**src/rtl/bsp_pkg.sv**
```systemverilog
package bsp_pkg;
  typedef enum logic [1:0] {
    ST_IDLE  = 2'd0,
    ST_ISSUE = 2'd1,
    ST_DRAIN = 2'd2,
    ST_ACK   = 2'd3
  } bsp_state_t;

  localparam logic [1:0] MODE_SYNC  = 2'b00;
  localparam logic [1:0] MODE_ASYNC = 2'b01;
endpackage

```
**src/rtl/bsp_len_calc.sv**
```systemverilog
module bsp_len_calc #(
  parameter int ADDR_W         = 21,
  parameter int CNT_W          = 21,
  parameter int MAX_SUB        = 64,
  parameter int PAGE_MIN_LOG2  = 8,
  parameter int BURST_MIN_LOG2 = 2
) (
  input  logic [ADDR_W-1:0] addr,
  input  logic [CNT_W-1:0]  rem,
  input  logic              async_md,
  input  logic              wrap_md,
  input  logic [1:0]        bsel,
  input  logic [1:0]        psel,
  output logic [CNT_W-1:0]  len,
  output logic [ADDR_W-1:0] next_addr,
  output logic              last
);
  localparam logic [CNT_W-1:0] CAP_SEQ = CNT_W'(MAX_SUB);
  localparam logic [CNT_W-1:0] ONE     = CNT_W'(1);

  logic [CNT_W-1:0] page_words;
  logic [CNT_W-1:0] page_off;
  logic [CNT_W-1:0] page_left;
  logic [CNT_W-1:0] burst_words;
  logic [CNT_W-1:0] seq_cap;
  logic [CNT_W-1:0] cap;

  always_comb begin
    case (psel)
      2'd0:    page_words = ONE << PAGE_MIN_LOG2;
      2'd1:    page_words = ONE << (PAGE_MIN_LOG2 + 2);
      default: page_words = ONE << (PAGE_MIN_LOG2 + 3);
    endcase
    burst_words = ONE << (BURST_MIN_LOG2 + int'(bsel));
    page_off    = CNT_W'(addr) & (page_words - ONE);
    page_left   = page_words - page_off;
    seq_cap     = (page_left < CAP_SEQ) ? page_left : CAP_SEQ;
    if (async_md)     cap = ONE;
    else if (wrap_md) cap = burst_words;
    else              cap = seq_cap;
    len  = (rem < cap) ? rem : cap;
    last = (rem == len);
    if (wrap_md && !async_md) next_addr = addr + ADDR_W'(burst_words);
    else                      next_addr = addr + ADDR_W'(len);
  end
endmodule

```
**src/rtl/bsp_ce_timer.sv**
```systemverilog
module bsp_ce_timer #(
  parameter int TCEM_W = 12
) (
  input  logic              clk,
  input  logic              rst,
  input  logic              ce_idle,
  input  logic [TCEM_W-1:0] limit,
  output logic              expired
);
  logic [TCEM_W-1:0] cnt;

  always_ff @(posedge clk) begin
    if (rst || ce_idle)  cnt <= '0;
    else if (cnt != '1)  cnt <= cnt + 1'b1;
  end

  assign expired = (cnt >= limit);
endmodule

```
**src/rtl/bsp_sub_reg.sv**
```systemverilog
module bsp_sub_reg #(
  parameter int W = 8
) (
  input  logic         clk,
  input  logic         rst,
  input  logic         load,
  input  logic [W-1:0] din,
  input  logic         ready,
  output logic         valid,
  output logic [W-1:0] dout,
  output logic         free
);
  assign free = !valid || ready;

  always_ff @(posedge clk) begin
    if (rst) begin
      valid <= 1'b0;
      dout  <= '0;
    end else if (load) begin
      valid <= 1'b1;
      dout  <= din;
    end else if (ready) begin
      valid <= 1'b0;
    end
  end
endmodule

```
**src/rtl/burst_splitter.sv**
```systemverilog
module burst_splitter #(
  parameter int ADDR_W         = 21,
  parameter int CNT_W          = 21,
  parameter int MAX_SUB        = 64,
  parameter int TCEM_W         = 12,
  parameter int PAGE_MIN_LOG2  = 8,
  parameter int BURST_MIN_LOG2 = 2
) (
  input  logic              clk,
  input  logic              rst,
  input  logic              cmd_valid,
  input  logic              cmd_write,
  input  logic [ADDR_W-1:0] cmd_addr,
  input  logic [CNT_W-1:0]  cmd_count,
  output logic              cmd_ack,
  input  logic [1:0]        cfg_mode,
  input  logic              cfg_wrap,
  input  logic [1:0]        cfg_burst_sel,
  input  logic [1:0]        cfg_page_sel,
  input  logic [TCEM_W-1:0] cfg_tcem_limit,
  input  logic              ce_idle,
  output logic              sub_valid,
  input  logic              sub_ready,
  output logic [ADDR_W-1:0] sub_addr,
  output logic [CNT_W-1:0]  sub_len,
  output logic              sub_write,
  output logic              sub_last,
  output logic              sub_ce_break
);
  import bsp_pkg::*;

  localparam int PAY_W = ADDR_W + CNT_W + 3;

  bsp_state_t        state;
  logic [ADDR_W-1:0] cur_addr;
  logic [CNT_W-1:0]  rem;
  logic              snap_write;
  logic              snap_async;
  logic              snap_wrap;
  logic [1:0]        snap_bsel;
  logic [1:0]        snap_psel;

  logic [CNT_W-1:0]  calc_len;
  logic [ADDR_W-1:0] calc_next;
  logic              calc_last;
  logic              ce_expired;
  logic              sub_free;
  logic              load;
  logic              accept;
  logic [PAY_W-1:0]  pay_in;
  logic [PAY_W-1:0]  pay_out;

  bsp_len_calc #(
    .ADDR_W(ADDR_W), .CNT_W(CNT_W), .MAX_SUB(MAX_SUB),
    .PAGE_MIN_LOG2(PAGE_MIN_LOG2), .BURST_MIN_LOG2(BURST_MIN_LOG2)
  ) u_calc (
    .addr(cur_addr), .rem(rem), .async_md(snap_async), .wrap_md(snap_wrap),
    .bsel(snap_bsel), .psel(snap_psel),
    .len(calc_len), .next_addr(calc_next), .last(calc_last)
  );

  bsp_ce_timer #(.TCEM_W(TCEM_W)) u_timer (
    .clk(clk), .rst(rst), .ce_idle(ce_idle),
    .limit(cfg_tcem_limit), .expired(ce_expired)
  );

  assign accept = (state == ST_IDLE) && cmd_valid && !cfg_mode[1];
  assign load   = (state == ST_ISSUE) && sub_free;
  assign pay_in = {cur_addr, calc_len, calc_last, snap_write, ce_expired};

  bsp_sub_reg #(.W(PAY_W)) u_out (
    .clk(clk), .rst(rst), .load(load), .din(pay_in),
    .ready(sub_ready), .valid(sub_valid), .dout(pay_out), .free(sub_free)
  );

  assign {sub_addr, sub_len, sub_last, sub_write, sub_ce_break} = pay_out;
  assign cmd_ack = (state == ST_ACK);

  always_ff @(posedge clk) begin
    if (rst) begin
      state      <= ST_IDLE;
      cur_addr   <= '0;
      rem        <= '0;
      snap_write <= 1'b0;
      snap_async <= 1'b0;
      snap_wrap  <= 1'b0;
      snap_bsel  <= '0;
      snap_psel  <= '0;
    end else begin
      case (state)
        ST_IDLE: if (accept) begin
          cur_addr   <= cmd_addr;
          rem        <= (cmd_count == '0) ? CNT_W'(1) : cmd_count;
          snap_write <= cmd_write;
          snap_async <= (cfg_mode == MODE_ASYNC);
          snap_wrap  <= (cfg_mode == MODE_SYNC) && cfg_wrap;
          snap_bsel  <= cfg_burst_sel;
          snap_psel  <= cfg_page_sel;
          state      <= ST_ISSUE;
        end
        ST_ISSUE: if (load) begin
          cur_addr <= calc_next;
          rem      <= rem - calc_len;
          if (calc_last) state <= ST_DRAIN;
        end
        ST_DRAIN: if (sub_valid && sub_ready) state <= ST_ACK;
        default:  state <= ST_IDLE;
      endcase
    end
  end
endmodule

```
**config.mk**
```make
export PLATFORM = sky130hd
export DESIGN_NAME = burst_splitter
export DESIGN_NICKNAME = d
export VERILOG_FILES = /design/src/rtl/bsp_pkg.sv /design/src/rtl/bsp_len_calc.sv /design/src/rtl/bsp_ce_timer.sv /design/src/rtl/bsp_sub_reg.sv /design/src/rtl/burst_splitter.sv
export SDC_FILE = /design/constraint.sdc
export NUM_CORES = 1
export LEC_CHECK = 0
export ABC_AREA = 1
export CAP_MARGIN = 20
export CORE_MARGIN = 2
export CORE_UTILIZATION = 40
export CTS_CLUSTER_DIAMETER = 120
export DETAILED_ROUTE_END_ITERATION = 10
export DONT_BUFFER_PORTS = 1
export HOLD_SLACK_MARGIN = 0.1
export SYNTH_ARGS = -nofsm -noshare
export SYNTH_HDL_FRONTEND = slang
export SYNTH_SLANG_ARGS = --single-unit
```
**constraint.sdc**
```tcl
create_clock -name clk -period 10.9 [get_ports clk]
set_input_delay 0.545 -clock clk [delete_from_list [all_inputs] [get_ports clk]]
set_output_delay 0.545 -clock clk [all_outputs]
set_load 0.005 [all_outputs]
```
==> flow_metrics.tcl <==
set metrics [dict create \
    timing.critical_path.mode_cell "inv_1" \
    layout.cells.non_filler 1402 \
    grt_start_max_net_pins 77 \
    yosys.area_share.simple_pct 24.31 \
    combPwrFrac_pct 61.0 \
    placed_cells 1385 \
    synth_top_family_by_area "simple AND/OR/NAND/NOR gates" \
    fin_ws_ns 4.956 \
    fin_util_pct 44.15 \
    routed_wl_mm 22.90 \
    gp_congestion 0.9061 \
    relSlewSlack_pct 32.53 \
    io_buffers 0 \
    post_cts_resized 0 \
    r2r_slack_ns 4.96 \
    wl_met3_mm 1.276 \
    ir_worst_vdd_mv 0.1426 \
    dr_wl_met2_mm 10.30 \
    p_per_area_nw_per_um2 313.8 \
    vias_per_cell 5.310 \
    max-clock-path-buffers 2 \
    clock_latency_ns 0.37 \
    core_area_um2 18830 \
    synth_area_per_cell_um2 6.733 \
    top_layer "met5" \
    leakagePower_nw 3.756 \
    post_cts_buffers 0 \
    wl_per_cell_um 16.33 \
    fmax_ghz 0.1682 \
    synth-adder-area-share_pct 12.54 \
    setup_tns_ns 0 \
    grt_pass1_wl_mm 36.09 \
    worst-r2r-cell-count 36 \
    drv_cap 0 \
    cts_root_buffer "clkbuf_16" \
    initial_core_util_pct 41.12 \
    postSynthCellCount 1150 \
    antenna_left 0 \
    rr_startpoint "cur_addr[1]" \
    syn_area_um2 7742 \
    critPathCaptureType "flop" \
    holdPathStages 1 \
    hold_path_class "primary input to flop" \
    io_pins 114 \
    htree_levels 3 \
    syn_to_final_growth_pct 7.369 \
    die_area_um2 20480 \
    numCtsBuffers 9 \
    ys_seq_area_share_pct 28.18 \
    clkTransAtPathRegs_ns 0.08 \
    path_max_fanout 20 \
    dp_worst_setup_slack_ns 5.080 \
    slowest_stage "o21ai_0" \
    synth.yosys.warnings 0 \
    drive_gt1_share_pct 5.079 \
    via_count 7444 \
    rows 50 \
    status "complete, no violations" \
    synth.distinct_cells 45 \
    m1WireLength_mm 11.00 \
    num_antenna_cells 0 \
    hold_viol 0 \
    sw_frac_of_total_pct 51.99 \
    rsz0062_at_grt "no" \
    critPathLaunchType "flop" \
    maxSlewViolCount 0 \
    cts.sinks 109 \
    drtPass1Iterations 5 \
    antenna_found_initial 1 \
    drc_errors 0 \
    tritoncts "built" \
    cp.arrival_ns 6.25 \
    total_power_mw 2.609 \
    critPathMaxStageDelay_ns 0.41 \
    ys.flop_type "dfxtp_1" \
    synth_compound_area_share_pct 23.46 \
    synth_edf_count 0 \
    nNetsFinal 1281 \
    place_hpwl_mm 17.15 \
    drt-initial-drc-count 395 \
    hold_buffers 0 \
    finalSetupViolCount 0 \
    ys_seq_elements 109 \
    die_h_um 143.1 \
    worstMarginPinSlew_ns 1.011 \
    finalCritPeriodShare_pct 54.53 \
    fin_crit_ns 5.944 \
    clkPwrFrac_pct 13.7 \
    synth_mux_area_share_pct 0 \
    grt_pass1_vias 6878 \
    fillers 2010 \
    hp-start "rst" \
    grt.overflow.total 0 \
    grt_usage_pct 22.46 \
    min_to "rem[4]" \
    r2r-end "cur_addr[18]" \
    synth-xor-area-share_pct 2.715 \
    seqPwrFrac_pct 25.3 \
    required_ns 11.21 \
    intPower_mw 1.253 \
    chipWidth_um 143.1 \
    skew_ns 0.008498 \
    power.switching_mw 1.356 \
    async_reset_ff_share_pct 0 \
    worstSetupPathType "flop to flop" \
]
==> power groups by stage <==
stage	logic, mW	registers, mW	clock network (mW)
floorplan	1.23	0.622	0
global placement	1.56	0.669	0
detailed placement	1.56	0.670	0
CTS	1.57	0.661	0.362
global route	1.80	0.678	0.381
finish	1.59	0.661	0.358
==> routing by layer <==
layer  global-route usage (%)  vias up
met5                        0        -
met4                    4.534        2
met3                    4.628       20
met2                    36.19      166
met1                    31.08     3393
li1                         -     3863
==> cells by family after synthesis <==
family / Yosys count
simple gates: 428
compound gates: 334
buf+inv: 177
flops: 109
fa+ha+maj: 77
xor+xnor: 24
other cells: 1
==> cells in the mapped netlist (3+ instances only) <==
| cell type | count | area [µm²] |
|---|---|---|
| xor2_1 | 17 | 148.9 |
| clkbuf_1 | 36 | 135.1 |
| nor2_1 | 132 | 495.5 |
| inv_2 | 5 | 18.77 |
| o21bai_1 | 3 | 22.52 |
| o31ai_1 | 3 | 22.52 |
| nand3_1 | 37 | 185.2 |
| nor2_2 | 3 | 18.77 |
| nand2_2 | 7 | 43.79 |
| dfxtp_1 | 109 | 2182 |
| a31oi_1 | 4 | 25.02 |
| buf_1 | 3 | 11.26 |
| nor4_1 | 12 | 75.07 |
| a21oi_1 | 156 | 780.8 |
| o21ai_1 | 3 | 15.01 |
| xnor2_1 | 7 | 61.31 |
| nand4_1 | 14 | 87.58 |
| nand2_1 | 188 | 705.7 |
| nor3b_1 | 4 | 30.03 |
| inv_1 | 129 | 484.2 |
| nor3_1 | 11 | 55.05 |
| nand3b_1 | 5 | 37.54 |
| o21a_1 | 5 | 37.54 |
| a221oi_1 | 6 | 52.55 |
| a211oi_1 | 4 | 30.03 |
| o21ai_0 | 124 | 620.6 |
| o211ai_1 | 14 | 105.1 |
| ha_1 | 76 | 950.9 |
| o221ai_1 | 3 | 26.28 |
| nand3_2 | 9 | 90.09 |
==> worst max-delay path: cells and delay by family (launching register included) <==
| kind | cells | cell delay (ns) |
|---|---|---|
| DFF | 1 | 0.34 |
| and+or+nand+nor | 13 | 1.60 |
| adders and majority gates | 4 | 1.07 |
| xor gates and xnor gates | 1 | 0.14 |
| AOI/OAI and AO/OA | 10 | 1.99 |
| buffers and inverters | 8 | 0.76 |
==> state kept, by name, summed over array words and instances (netlist names) <==
register / count
rem: 21
snap_wrap: 1
u_out.valid: 1
snap_bsel: 2
u_out.dout: 45
snap_write: 1
snap_psel: 2
snap_async: 1
cur_addr: 21
state: 2
u_timer.cnt: 12
==> metrics by stage <==
step                      hold WS (ns)  area, µm²
after floorplan                 0.4297       7791
after global placement          0.4484       7986
after detailed placement        0.4536       7986
after CTS                       0.2253       8293
after global routing            0.2274       8313
final                           0.2430       8313
==> cell usage in the layout (no fill, tap or decap), types with 4 or more instances in the layout <==
| cell type | count |
|---|---|
| a221oi_1 | 6 |
| nor4_1 | 12 |
| clkbuf_16 | 9 |
| inv_2 | 6 |
| a21oi_1 | 156 |
| dfxtp_1 | 109 |
| nand2_2 | 7 |
| nor2_1 | 132 |
| inv_1 | 128 |
| a31oi_1 | 4 |
| o211ai_1 | 14 |
| xor2_1 | 17 |
| nand3_2 | 9 |
| xnor2_1 | 7 |
| nor3_1 | 10 |
| nand4_1 | 14 |
| buf_4 | 4 |
| nand3b_1 | 5 |
| conb_1 | 14 |
| a211oi_1 | 4 |
| nand2_1 | 188 |
| ha_1 | 75 |
| o21ai_0 | 124 |
| o21a_1 | 5 |
| nor3b_1 | 4 |
| nand3_1 | 37 |
==> cell type report <==
type | instances | area (µm²) | area share, %
sequential | 109 | 2182 | 26.25
timing repair buffer | 5 | 50.05 | 0.6020
inverter | 135 | 509.2 | 6.126
clock buffer | 9 | 225.2 | 2.709
multi-input combinational | 877 | 4940 | 59.42
clock inverter | 7 | 81.33 | 0.9783
tap | 260 | 325.3 | 3.913
==> how the worst max path moves through the flow <==
stage	start	endpoint	slack, ns	depth (start not counted)
2_1_floorplan	cur_addr[1]	cur_addr[18]	5.98	40
3_3_place_gp	cur_addr[0]	cur_addr[18]	5.30	37
3_5_place_dp	cur_addr[0]	cur_addr[18]	5.08	37
4_1_cts	cur_addr[1]	cur_addr[18]	5.03	36
5_1_grt	cur_addr[0]	cur_addr[18]	4.34	37
6_report	cur_addr[1]	cur_addr[18]	4.96	36
Power figures use the tool's default switching activity.
